$ cat src/rtl/nalu_pkg.sv
package nalu_pkg;
  localparam int FLAG_W = 3;
  localparam int CF_B   = 0;
  localparam int ZF_B   = 1;
  localparam int SF_B   = 2;

  typedef enum logic [3:0] {
    OP_ADD  = 4'd0,
    OP_ADC  = 4'd1,
    OP_SUB  = 4'd2,
    OP_SBC  = 4'd3,
    OP_CMP  = 4'd4,
    OP_RLC  = 4'd5,
    OP_RRC  = 4'd6,
    OP_TCLR = 4'd7,
    OP_TSET = 4'd8
  } alu_op_e;
endpackage

$ cat src/rtl/nalu_core.sv
module nalu_core
  import nalu_pkg::*;
#(
  parameter int DW = 4
) (
  input  alu_op_e           op,
  input  logic [DW-1:0]     a,
  input  logic [DW-1:0]     b,
  input  logic [FLAG_W-1:0] mask,
  input  logic [FLAG_W-1:0] flags_in,
  output logic [DW-1:0]     res,
  output logic [FLAG_W-1:0] cand,
  output logic [FLAG_W-1:0] wmask
);
  localparam int EW = DW + 1;

  logic [EW-1:0] ext_a, ext_b, cin_ext, bin_ext, sum, diff;
  logic          cf_in, no_borrow;

  always_comb begin
    cf_in   = flags_in[CF_B];
    ext_a   = {1'b0, a};
    ext_b   = {1'b0, b};
    cin_ext = {{DW{1'b0}}, (op == OP_ADC) ? cf_in : 1'b0};
    bin_ext = {{DW{1'b0}}, (op == OP_SBC) ? ~cf_in : 1'b0};
    sum     = ext_a + ext_b + cin_ext;
    diff    = ext_a - ext_b - bin_ext;
    no_borrow = ~diff[DW];

    res   = a;
    cand  = flags_in;
    wmask = mask;
    unique case (op)
      OP_ADD, OP_ADC: begin
        res        = sum[DW-1:0];
        cand[CF_B] = sum[DW];
        cand[SF_B] = ~sum[DW];
        cand[ZF_B] = (sum[DW-1:0] == '0);
      end
      OP_SUB, OP_SBC: begin
        res        = diff[DW-1:0];
        cand[CF_B] = no_borrow;
        cand[SF_B] = no_borrow;
        cand[ZF_B] = (diff[DW-1:0] == '0);
      end
      OP_CMP: begin
        res        = a;
        cand[CF_B] = no_borrow;
        cand[SF_B] = no_borrow;
        cand[ZF_B] = (diff[DW-1:0] == '0);
      end
      OP_RLC: begin
        res        = {a[DW-2:0], cf_in};
        cand[CF_B] = a[DW-1];
        cand[SF_B] = 1'b1;
        cand[ZF_B] = ({a[DW-2:0], cf_in} == '0);
      end
      OP_RRC: begin
        res        = {cf_in, a[DW-1:1]};
        cand[CF_B] = a[0];
        cand[SF_B] = 1'b1;
        cand[ZF_B] = ({cf_in, a[DW-1:1]} == '0);
      end
      OP_TCLR, OP_TSET: begin
        res        = a;
        cand[SF_B] = cf_in;
        cand[CF_B] = (op == OP_TSET);
        cand[ZF_B] = (a == '0);
      end
      default: begin
        res   = a;
        wmask = '0;
      end
    endcase
  end
endmodule

$ cat src/rtl/nalu_flags.sv
module nalu_flags
  import nalu_pkg::*;
(
  input  logic              clk,
  input  logic              rst_n,
  input  logic              upd_en,
  input  logic [FLAG_W-1:0] wmask,
  input  logic [FLAG_W-1:0] cand,
  input  logic              restore_en,
  input  logic [FLAG_W-1:0] restore_val,
  output logic [FLAG_W-1:0] flags_q
);
  localparam logic [FLAG_W-1:0] RST_FLAGS = FLAG_W'(1) << SF_B;

  logic [FLAG_W-1:0] nxt;

  always_comb begin
    nxt = flags_q;
    if (restore_en) begin
      nxt = restore_val;
    end else if (upd_en) begin
      for (int i = 0; i < FLAG_W; i++) begin
        if (wmask[i]) nxt[i] = cand[i];
      end
    end
  end

  always_ff @(posedge clk or negedge rst_n) begin
    if (!rst_n) flags_q <= RST_FLAGS;
    else        flags_q <= nxt;
  end


  restore_load_chk: assert property (@(posedge clk) disable iff (!rst_n)
    restore_en |=> flags_q == $past(restore_val));


  cf_hold_chk: assert property (@(posedge clk) disable iff (!rst_n)
    (upd_en && !restore_en && !wmask[CF_B]) |=> flags_q[CF_B] == $past(flags_q[CF_B]));


  idle_hold_chk: assert property (@(posedge clk) disable iff (!rst_n)
    (!upd_en && !restore_en) |=> $stable(flags_q));
endmodule

$ cat src/rtl/nalu_stage.sv
module nalu_stage #(
  parameter int DW = 4
) (
  input  logic          clk,
  input  logic          rst_n,
  input  logic          in_valid,
  output logic          in_ready,
  input  logic [DW-1:0] res_in,
  output logic          out_valid,
  input  logic          out_ready,
  output logic [DW-1:0] res_q
);
  assign in_ready = !out_valid || out_ready;

  always_ff @(posedge clk or negedge rst_n) begin
    if (!rst_n) begin
      out_valid <= 1'b0;
      res_q     <= '0;
    end else if (in_valid && in_ready) begin
      out_valid <= 1'b1;
      res_q     <= res_in;
    end else if (out_ready) begin
      out_valid <= 1'b0;
    end
  end


  stall_hold_chk: assert property (@(posedge clk) disable iff (!rst_n)
    (out_valid && !out_ready) |=> (out_valid && $stable(res_q)));
endmodule

$ cat src/rtl/nibble_alu.sv
module nibble_alu
  import nalu_pkg::*;
#(
  parameter int DW = 4
) (
  input  logic              clk,
  input  logic              rst_n,
  input  logic              in_valid,
  output logic              in_ready,
  input  logic [3:0]        op_code,
  input  logic [DW-1:0]     opnd_a,
  input  logic [DW-1:0]     opnd_b,
  input  logic [FLAG_W-1:0] flag_mask,
  input  logic              restore_en,
  input  logic [FLAG_W-1:0] restore_flags,
  output logic              out_valid,
  input  logic              out_ready,
  output logic [DW-1:0]     res_data,
  output logic [FLAG_W-1:0] flags_out
);
  alu_op_e           op;
  logic [DW-1:0]     core_res;
  logic [FLAG_W-1:0] cand, wmask;
  logic              accept;

  assign op     = alu_op_e'(op_code);
  assign accept = in_valid && in_ready;

  nalu_core #(.DW(DW)) core_i (
    .op(op), .a(opnd_a), .b(opnd_b), .mask(flag_mask),
    .flags_in(flags_out), .res(core_res), .cand(cand), .wmask(wmask)
  );

  nalu_flags flags_i (
    .clk(clk), .rst_n(rst_n), .upd_en(accept), .wmask(wmask), .cand(cand),
    .restore_en(restore_en), .restore_val(restore_flags), .flags_q(flags_out)
  );

  nalu_stage #(.DW(DW)) stage_i (
    .clk(clk), .rst_n(rst_n), .in_valid(in_valid), .in_ready(in_ready),
    .res_in(core_res), .out_valid(out_valid), .out_ready(out_ready), .res_q(res_data)
  );


  tclr_chk: assert property (@(posedge clk) disable iff (!rst_n)
    (accept && !restore_en && op_code == 4'd7 && flag_mask[CF_B]) |=> !flags_out[CF_B]);


  reserved_chk: assert property (@(posedge clk) disable iff (!rst_n)
    (accept && !restore_en && op_code > 4'd8) |=> $stable(flags_out));
endmodule

$ cat config.mk
export PLATFORM = sky130hd
export DESIGN_NAME = nibble_alu
export DESIGN_NICKNAME = d
export VERILOG_FILES = /design/src/rtl/nalu_pkg.sv /design/src/rtl/nalu_core.sv /design/src/rtl/nalu_flags.sv /design/src/rtl/nalu_stage.sv /design/src/rtl/nibble_alu.sv
export SDC_FILE = /design/constraint.sdc
export NUM_CORES = 1
export LEC_CHECK = 0
export BUFFER_PORTS_ARGS = -buffer_cell sky130_fd_sc_hd__buf_2
export CORE_MARGIN = 8
export CORE_UTILIZATION = 52
export CTS_BUF_LIST = sky130_fd_sc_hd__clkbuf_16
export DETAILED_ROUTE_END_ITERATION = 12
export MAX_ROUTING_LAYER = met4
export PLACE_DENSITY = 0.76
export SLEW_MARGIN = 20
export SYNTH_ARGS = -nofsm -noshare
export SYNTH_HDL_FRONTEND = slang
export SYNTH_SLANG_ARGS = --single-unit
$ cat constraint.sdc
create_clock -name clk -period 2.6 [get_ports clk]
set_input_delay 0.39 -clock clk [delete_from_list [all_inputs] [get_ports clk]]
set_output_delay 0.39 -clock clk [all_outputs]
set_load 0.005 [all_outputs]
# Yosys cells after proc, flatten, opt, wreduce, memory -nomap -nowiden
# Index checks and enable logic that the tools add are counted.
[totals]
reg_bits = 8
[classes]
n_addsub = 4
eq_ne = 8
mux = 12
n_bitwise = 3
n_reduce_logical = 23
[ops]
columns = ["op", "count"]
rows = [
  ["$logic_not A4 Y1", 6],
  ["$eq A4 B3 Y1 const B", 4],
  ["$pmux W4 S4", 1],
  ["$pmux W3 S5", 1],
  ["$reduce_bool A2 Y1", 5],
  ["$mux W3", 3],
  ["$reduce_and A3 Y1", 3],
  ["$reduce_or A9 Y1", 1],
  ["$eq A4 B2 Y1 const B", 2],
  ["$mux W1", 7],
  ["$reduce_bool A6 Y1", 1],
  ["$reduce_or A2 Y1", 3],
  ["$add A4 B4 Y5", 1],
  ["$add A5 B1 Y5", 1],
  ["$sub A4 B4 Y5", 1],
  ["$sub A5 B1 Y5", 1],
  ["$eq A4 B1 Y1 const B", 1],
  ["$eq A4 B4 Y1 const B", 1],
  ["$not A1 Y1", 3],
  ["$reduce_or A3 Y1", 1],
  ["$logic_and A1 B1 Y1", 1],
  ["$logic_not A1 Y1", 1],
  ["$logic_or A1 B1 Y1", 1],
]

# Longest topological paths before layout
# Gate-level depths: netlist (run 1).
[depth]
ltp_word = 8
mapped_depth = 11

# By module
# Synthesis (run 1) repeated with hierarchy kept, for this count alone.
[unflattened]
cells_unflattened = 151
area_unflattened_um2 = 1286.2
[by_module_without_submodules]
columns = ["mod", "n_inst", "cells_per_inst", "area_per_inst_um2", "seq_area_each_um2"]
rows = [
  ["nalu_core", 1, 123, 899.6, 0.0],
  ["nalu_stage", 1, 12, 217.7, 125.1],
  ["nalu_flags", 1, 15, 162.7, 76.3],
  ["nibble_alu", 1, 1, 6.3, 0.0],
]

# Worst setup path after synthesis (run 1)
# No wires, ideal clock.
[synth_path]
path_type = "in2reg"
start = "in op_code[2]"
end = "reg flags_i.flags_q[1]"
arrival_time_ps = 2433
required_ps = 2518
path_slack_ps = 85
cell_stages = 11
path_cell_list = "clkbuf_1 nor2_1 nand4_1 fa_1 inv_1 ha_1 o21ai_0 nand3b_1 xor2_1 or3_1 a31oi_1"
[synth_between]
elab_chain_cells = 8
elab_cells_between_ends = 27
[synth_lines]
columns = ["item", "line_no", "text"]
rows = [
  ["start: declaration", "nibble_alu.sv:10", "input logic [3:0] op_code,"],
  ["$eq A4 B2 Y1 or $eq A4 B1 Y1 (tied branches)", "nalu_core.sv:25, nalu_core.sv:33, nalu_core.sv:24", ""],
  ["$mux W1, on equally long branches", "nalu_core.sv:25, nalu_core.sv:24", ""],
  ["$sub A5 B1 Y5 or $add A5 B1 Y5 (tied branches)", "nalu_core.sv:27, nalu_core.sv:26", ""],
  ["$logic_not A4 Y1, on equally long branches", "nalu_core.sv:44, nalu_core.sv:50, nalu_core.sv:38", ""],
  ["$pmux W3 S5", "nalu_core.sv:33", "unique case (op)"],
  ["$mux W1", "nalu_flags.sv:23", "if (wmask[i]) nxt[i] = cand[i];"],
  ["$mux W3", "nalu_flags.sv:21", "end else if (upd_en) begin"],
  ["$mux W3", "nalu_flags.sv:19", "if (restore_en) begin"],
  ["end signal: assignment", "nalu_flags.sv:30", "else flags_q <= nxt;"],
  ["end: declaration", "nalu_flags.sv:11", "output logic [FLAG_W-1:0] flags_q"],
]
# Parallel ways exist; a longest one is shown, timed or not. The select of a mux whose other input is x is not followed.
# A chain may end at the register's enable or synchronous reset.

# Final worst setup path (run 1)
[layout_path]
start = "reg flags_i.flags_q[0]"
end = "reg flags_i.flags_q[1]"
[layout_between]
elab_chain_cells = 8
elab_cells_between_ends = 13
[layout_lines]
columns = ["item", "line_no", "text"]
rows = [
  ["$not A1 Y1", "nalu_core.sv:25", "bin_ext = {{DW{1'b0}}, (op == OP_SBC) ? ~cf_in : 1'b0};"],
  ["$mux W1", "nalu_core.sv:25", ""],
  ["$sub A5 B1 Y5", "nalu_core.sv:27", "diff = ext_a - ext_b - bin_ext;"],
  ["$logic_not A4 Y1", "nalu_core.sv:44, nalu_core.sv:50", ""],
  ["$pmux W3 S5 (*)", "nalu_core.sv:33", ""],
  ["$mux W1 (*)", "nalu_flags.sv:23", ""],
  ["$mux W3 (*)", "nalu_flags.sv:21", ""],
  ["$mux W3 (*)", "nalu_flags.sv:19", ""],
]
# Every way passes the cells marked *; elsewhere a longest branch is shown, timed or not. The select of a mux whose other input is x is not followed.

==> results of run 1 <==
==> kinds of logic after synthesis <==
kind of cell / synth area share, %
fa+ha+maj: 17.50
buf+inv: 8.522
xor+xnor: 4.774
mux: 1.818
compound gates: 27.27
simple gates: 21.82
flops: 18.30
==> sequential cells by signal (all words and copies together), names as in the netlist <==
register / count
stage_i.res_q: 4
flags_i.flags_q: 3
stage_i.out_valid: 1
==> metal layers <==
metal / up-vias / track usage, % / wire [um]
met3: 8 / 3.498 / 279
met2: 58 / 28.32 / 1430
met5: - / - / 0
met1: 529 / 22.21 / 1295
li1: 570 / - / -
met4: 0 / 7.143 / 74
==> worst max-delay path by stage <==
stage | endpoint | slack (ns) | cells past startpoint
after detailed placement | stage_i.res_q[1]$_DFFE_PN0P_ | 0.05 | 11
final | flags_i.flags_q[1]$_DFFE_PN0P_ | 0.18 | 10
after floorplan | flags_i.flags_q[1]$_DFFE_PN0P_ | 0.09 | 11
after global placement | flags_i.flags_q[1]$_DFFE_PN0P_ | 0.08 | 11
after CTS | flags_i.flags_q[1]$_DFFE_PN0P_ | 0.17 | 10
after global routing | stage_i.res_q[1]$_DFFE_PN0P_ | 0.01 | 10
==> stage by stage <==
stage | util, % | power (mW)
after floorplan | - | 0.2937
after global placement | 66.41 | 0.3757
after detailed placement | 66.41 | 0.3800
after CTS | 70.39 | 0.6490
after global routing | 70.39 | 0.6890
final | 70.39 | 0.6486
==> cell usage in the layout, fill, tap and decap left out, types with 2 or more instances in the layout <==
master / Yosys / final
buf_2: 3 / 31
a31oi_1: 3 / 3
nor2_1: 9 / 9
o22ai_1: 3 / 3
nand3_1: 3 / 3
a221oi_1: 2 / 2
nor2b_1: 3 / 3
nor3_1: 2 / 2
a21boi_0: 2 / 2
dfrtp_1: 7 / 7
xnor2_1: 3 / 3
buf_4: 1 / 9
mux2i_1: 2 / 2
o21ai_0: 7 / 7
nor3b_1: 2 / 2
nand2_1: 8 / 8
or3_1: 2 / 2
a21oi_1: 8 / 8
inv_1: 14 / 15
clkbuf_16: 0 / 3
nand2b_1: 4 / 4
nand3b_1: 2 / 2
xor2_1: 3 / 3
a211oi_1: 4 / 4
o21bai_1: 2 / 2
ha_1: 9 / 9
a22oi_1: 3 / 3
fa_1: 4 / 4
==> power groups by stage <==
stage                     logic (mW)  clock network, mW  registers, mW
after global routing           0.258              0.279          0.152
after detailed placement       0.228                  0          0.152
after global placement         0.225                  0          0.151
after CTS                      0.231              0.268          0.150
after floorplan                0.139                  0          0.155
final                          0.231              0.267          0.150
==> final cells by class <==
| cell class | instances | area [um^2] |
|---|---|---|
| timing repair buffer | 40 | 222.7 |
| tap | 27 | 33.78 |
| fill | 165 | 586.8 |
| sequential | 8 | 201.4 |
| inverter | 14 | 52.55 |
| multi-input combinational | 108 | 805.8 |
| clock inverter | 1 | 3.754 |
| clock buffer | 3 | 75.07 |
==> flow_summary.json, run 1 <==
{
  "run_status": "finished with violations",
  "violations_in_the_final_reports": "negative hold slack",
  "final_cell_area_um2": 1395,
  "cts_repair_resize_count": 0,
  "unrepaired_setup_endpoints_after_global_routing": "no",
  "post_synth_most_frequent_cells": "inv_1, ha_1, nor2_1",
  "wire_per_inst_um": 15.32,
  "grt_pass1_vias": 1121,
  "num_antenna_cells": 0,
  "worst_slew_pin_slew_ns": 0.3615,
  "final_layout_size_suffix_gt1_share_pct": 27.59,
  "worst_reg_to_reg_cells": 10,
  "seq_power_share_pct": 23.1,
  "dr_total_vias": 1165,
  "placed_cells": 197,
  "clock_tree_from_tritoncts": "done",
  "i_o_pins": 32,
  "post-route-period-util_pct": 92.96,
  "p_sw_share_pct": 30.65,
  "slew_violations": 0,
  "wirelength_um": 3079,
  "register_area_share_after_synthesis_pct": 18.30,
  "drt_pass1_iterations": 4,
  "critical_path.most_common_cell": "inv_1",
  "clk_latency_ns": 0.23,
  "cts_hold_buffers": 0,
  "data_arrival_time_of_the_critical_path_ns": 2.57,
  "number_of_drc_violations_after_detailed_routing": 0,
  "ys_warnings": 0,
  "ys_top_cells_by_area": "dfrtp_1, ha_1, fa_1",
  "drv_cap": 0,
  "largest_voltage_drop_on_the_vdd_net_mv": 0.3805,
  "syn_avg_cell_area_um2": 8.037,
  "timing.setup.tns_ns": 0,
  "cts_buffers": 3,
  "post-dp-hpwl_um": 2494,
  "grt_usage_pct": 18.06,
  "relative_slew_slack_pct": 75.28,
  "chipHeight_um": 62.02,
  "cpPeakStageDelay_ns": 0.52,
  "syn_nets": 173,
  "combinationalPowerShare_pct": 35.7,
  "cellInternalPower_uw": 449.8,
  "antenna_found_initial": 0,
  "netlist_instances": 137,
  "r2r_setup_slack_ns": 0.18,
  "final_hold_viol_count": 7,
  "path_cells": "inv_1 -> nand4_1 -> fa_1 -> inv_1 -> ha_1 -> o21ai_0 -> nand3b_1 -> xor2_1 -> or3_1 -> a31oi_1",
  "regToRegStartpoint": "flags_i.flags_q[0]$_DFFE_PN0P_",
  "netlist.top_cell.by_area": "dfrtp_1",
  "finalWeightedCongestion": 0.9126,
  "drtAntennaViolNets": 0,
  "dpl_worst_slack_ns": 0.05303,
  "static-leakage-power_nw": 0.6695,
  "worstSetupEndpointType": "register",
  "setup.worst_path.class": "reg -> reg",
  "reg2reg_to": "flags_i.flags_q[1]$_DFFE_PN0P_",
  "crit_fanout": 4,
  "crit_path_top_delay_cell": "fa_1",
  "globalRoute.totalOverflow": 0,
  "synthArstFlopShare_pct": 100.0,
  "ys.flop_type": "dfrtp_1",
  "clock_tree_buffer_depth": 2,
  "drt-initial-drc-count": 59,
  "h-tree-depth": 1,
  "cts_root_buf": "clkbuf_16",
  "most_common_cell_in_the_netlist": "inv_1",
  "die-area_um2": 3846,
  "grt_start_max_net_pins": 14,
  "max_clock_freq_ghz": 0.4137,
  "timing.critical_path.required_ns": 2.76,
  "cts.sink_count": 8,
  "final_cells": 201,
  "avgViaCountPerCell": 5.796,
  "numPortBuffers": 31,
  "final_net_count": 211,
  "post_cts_setup_buffers": 0,
  "yosys_register_bits": 8,
  "fin_worst_skew_ns": 0.001113,
  "first_pass_grt_wire_length_um": 5043,
  "finalSetupViolCount": 0,
  "setup.worst_path.start_class": "register",
  "cell_type_group_with_the_largest_total_delay_on_the_critical_path": "adder cells",
  "fin_crit_period_ns": 2.417,
  "die_w_um": 62.02,
  "syn-cell-area_um2": 1101,
  "core_footprint_um2": 1982,
  "clock_power_share_pct": 41.2,
  "worst_hold_path_type": "in -> async",
  "worstSetupStartpoint": "flags_i.flags_q[0]$_DFFE_PN0P_",
  "yosys.cell_types.count": 49,
  "power.density_cell_area_nw_per_um2": 464.9,
  "timing.critical_path.buf_inv": 2,
  "power.net_switching_uw": 198.8,
  "flow.area_growth_from_synthesis_pct": 26.70,
  "synth_largest_type_area_fraction_pct": 15.91,
  "row_count": 16,
  "start_util_pct": 55.56,
  "cts.reportedPaths.clkPinSlew_ns": 0.04,
  "synth_edf_count": 0,
  "timing.hold.ws_ns": -0.004378,
  "worst_setup_slack_final_ns": 0.1829,
  "placed_cell_area_um2": 1316
}
Power figures use the tool's default switching activity.
==> run 2, diff against run 1 <==
--- a/config.mk
+++ b/config.mk
@@ -5,13 +5,14 @@
 export SDC_FILE = /design/constraint.sdc
 export NUM_CORES = 1
 export LEC_CHECK = 0
-export BUFFER_PORTS_ARGS = -buffer_cell sky130_fd_sc_hd__buf_2
 export CORE_MARGIN = 8
-export CORE_UTILIZATION = 52
+export CORE_UTILIZATION = 53
 export CTS_BUF_LIST = sky130_fd_sc_hd__clkbuf_16
 export DETAILED_ROUTE_END_ITERATION = 12
+export DONT_BUFFER_PORTS = 1
 export MAX_ROUTING_LAYER = met4
-export PLACE_DENSITY = 0.76
+export PLACE_DENSITY = 0.64
+export RECOVER_POWER = 50
 export SLEW_MARGIN = 20
 export SYNTH_ARGS = -nofsm -noshare
 export SYNTH_HDL_FRONTEND = slang
==> run 2 against run 1 <==
Effect of this change:
- the run now ends clean
- wire length decreased by 7.6%
- die area decreased by 1.4%
- core utilization decreased by 8.8 points
- sequential share of layout area increased by 2.2 points
- first-iteration DRC count decreased by 25%
- combinational power decreased by 27%
- clock power decreased by 4%
- critical endpoint unchanged
- largest cell class unchanged
- highest routed layer is now met3
==> flow_summary.json, run 2 (same netlist as run 1, synthesis figures left out) <==
{
  "grt_usage_pct": 15.93,
  "drv_cap": 0,
  "wirelength_um": 2845,
  "post-dp-hpwl_um": 2356,
  "clk_latency_ns": 0.23,
  "i_o_pins": 32,
  "worst_setup_slack_final_ns": 0.2096,
  "drt_pass1_iterations": 4,
  "numPortBuffers": 0,
  "num_antenna_cells": 0,
  "unrepaired_setup_endpoints_after_global_routing": "no",
  "number_of_drc_violations_after_detailed_routing": 0,
  "dr_total_vias": 1003,
  "die_w_um": 61.58,
  "reg2reg_to": "flags_i.flags_q[1]$_DFFE_PN0P_",
  "regToRegStartpoint": "flags_i.flags_q[0]$_DFFE_PN0P_",
  "grt_start_max_net_pins": 20,
  "h-tree-depth": 1,
  "chipHeight_um": 61.58,
  "relative_slew_slack_pct": 74.99,
  "flow.area_growth_from_synthesis_pct": 9.659,
  "worstSetupEndpointType": "register",
  "cts.sink_count": 8,
  "die-area_um2": 3792,
  "drt-initial-drc-count": 44,
  "worst_reg_to_reg_cells": 10,
  "slew_violations": 0,
  "antenna_found_initial": 0,
  "final_layout_size_suffix_gt1_share_pct": 7.246,
  "fin_crit_period_ns": 2.390,
  "globalRoute.totalOverflow": 0,
  "first_pass_grt_wire_length_um": 4478,
  "worstHoldPathCells": 2,
  "clock_tree_from_tritoncts": "done",
  "avgViaCountPerCell": 6.079,
  "dpl_worst_slack_ns": 0.05236,
  "wire_per_inst_um": 17.24,
  "timing.critical_path.required_ns": 2.74,
  "row_count": 16,
  "cts_root_buf": "clkbuf_16",
  "core_footprint_um2": 1962,
  "setup.worst_path.class": "reg -> reg",
  "data_arrival_time_of_the_critical_path_ns": 2.53,
  "max_clock_freq_ghz": 0.4183,
  "clock_tree_buffer_depth": 2,
  "largest-register": "stage_i.res_q",
  "finalSetupViolCount": 0,
  "worst_hold_path_type": "in -> reg",
  "cts.reportedPaths.clkPinSlew_ns": 0.03,
  "timing.setup.tns_ns": 0,
  "post-route-period-util_pct": 91.94,
  "setup.worst_path.start_class": "register",
  "drtAntennaViolNets": 0,
  "worst_slew_pin_slew_ns": 0.3657,
  "grt_pass1_vias": 986,
  "largest_reg_flops": 4,
  "layout_common_cells": "inv_1, nor2_1, ha_1",
  "worstHoldEndpoint": "stage_i.out_valid$_DFFE_PN0P_",
  "fin_worst_skew_ns": 0.002978,
  "static-leakage-power_nw": 0.5189,
  "crit_fanout": 2,
  "worst_hold_startpoint": "in_valid",
  "final_net_count": 175,
  "run_status": "complete, no violations",
  "largest_voltage_drop_on_the_vdd_net_mv": 0.4134,
  "cts_buffers": 3,
  "power.density_cell_area_nw_per_um2": 480.3,
  "start_util_pct": 56.12,
  "layout_commonest_cell": "inv_1",
  "reg.largest.list": "stage_i.res_q x4, flags_i.flags_q x3, stage_i.out_valid x1",
  "post_cts_setup_buffers": 0,
  "finalWeightedCongestion": 0.8960,
  "final_hold_viol_count": 0,
  "r2r_setup_slack_ns": 0.21
}
[run 2: cell types whose count changed in the layout (fill, tap and decap cells not counted)]
| cell | delta |
|---|---|
| buf_2 | -31 |
| buf_4 | -7 |
| dlygate4sd3_1 | +2 |
[run 2: area by class of cell]
class | instances | area (um^2)
clock inverter | 1 | 3.754
clock buffer | 3 | 75.07
multi-input combinational | 108 | 805.8
inverter | 14 | 52.55
tap | 27 | 33.78
sequential | 8 | 201.4
fill | 205 | 754.5
timing repair buffer | 4 | 35.03
[run 2: through the flow]
step	utilization [%]	std cells	area (um^2)	hold WS, ns	power (mW)
after floorplan	-	137	1101	0.09441	0.2937
after global placement	56.51	159	1109	0.09465	0.3194
after detailed placement	56.51	159	1109	0.09469	0.3209
after CTS	61.03	164	1197	0.004417	0.5849
after global routing	61.54	165	1207	0.2656	0.6175
final	61.54	165	1207	0.2681	0.5799
[run 2: power by group]
part	total, mW	leakage [nW]	switching [mW]	internal, mW
registers	0.155	0.0960	0.0118	0.143
logic	0.168	0.381	0.0884	0.0793
clock network	0.257	0.0423	0.0575	0.200
[run 2: metal layers]
metal | vias to the layer above | GRT usage [%] | part of all wire (%)
met2 | 38 | 24.52 | 47
met3 | 0 | 4.175 | 9.3
li1 | 497 | - | -
met4 | 0 | 0.9740 | 0
met5 | - | - | 0
met1 | 468 | 21.25 | 44
[run 2: repair_timing]
| action | 4_1_cts | 5_1_grt |
|---|---|---|
| hold buffers | 1 | 1 |
| endpoints found under the hold margin | 7 | 1 |
| resized for setup | 0 | 0 |
[run 2: worst max-delay path by stage]
stage	startpoint	slack, ns	cells after the start	end
2_1_floorplan	op_code[2]	0.09	11	flags_i.flags_q[1]$_DFFE_PN0P_
3_3_place_gp	op_code[3]	0.08	10	flags_i.flags_q[1]$_DFFE_PN0P_
3_5_place_dp	op_code[3]	0.05	10	flags_i.flags_q[1]$_DFFE_PN0P_
4_1_cts	flags_i.flags_q[0]$_DFFE_PN0P_	0.19	10	flags_i.flags_q[1]$_DFFE_PN0P_
5_1_grt	flags_i.flags_q[0]$_DFFE_PN0P_	0.04	10	flags_i.flags_q[1]$_DFFE_PN0P_
6_report	flags_i.flags_q[0]$_DFFE_PN0P_	0.21	10	flags_i.flags_q[1]$_DFFE_PN0P_
[run 2: worst max-delay path, cell delays in order, from the launching register on]
cell and delay (ns):
dfrtp_1 0.37, inv_1 0.09, nand4_1 0.11, fa_1 0.54
inv_1 0.05, ha_1 0.16, o21ai_0 0.15, nand3b_1 0.12
xor2_1 0.18, or3_1 0.35, a31oi_1 0.18
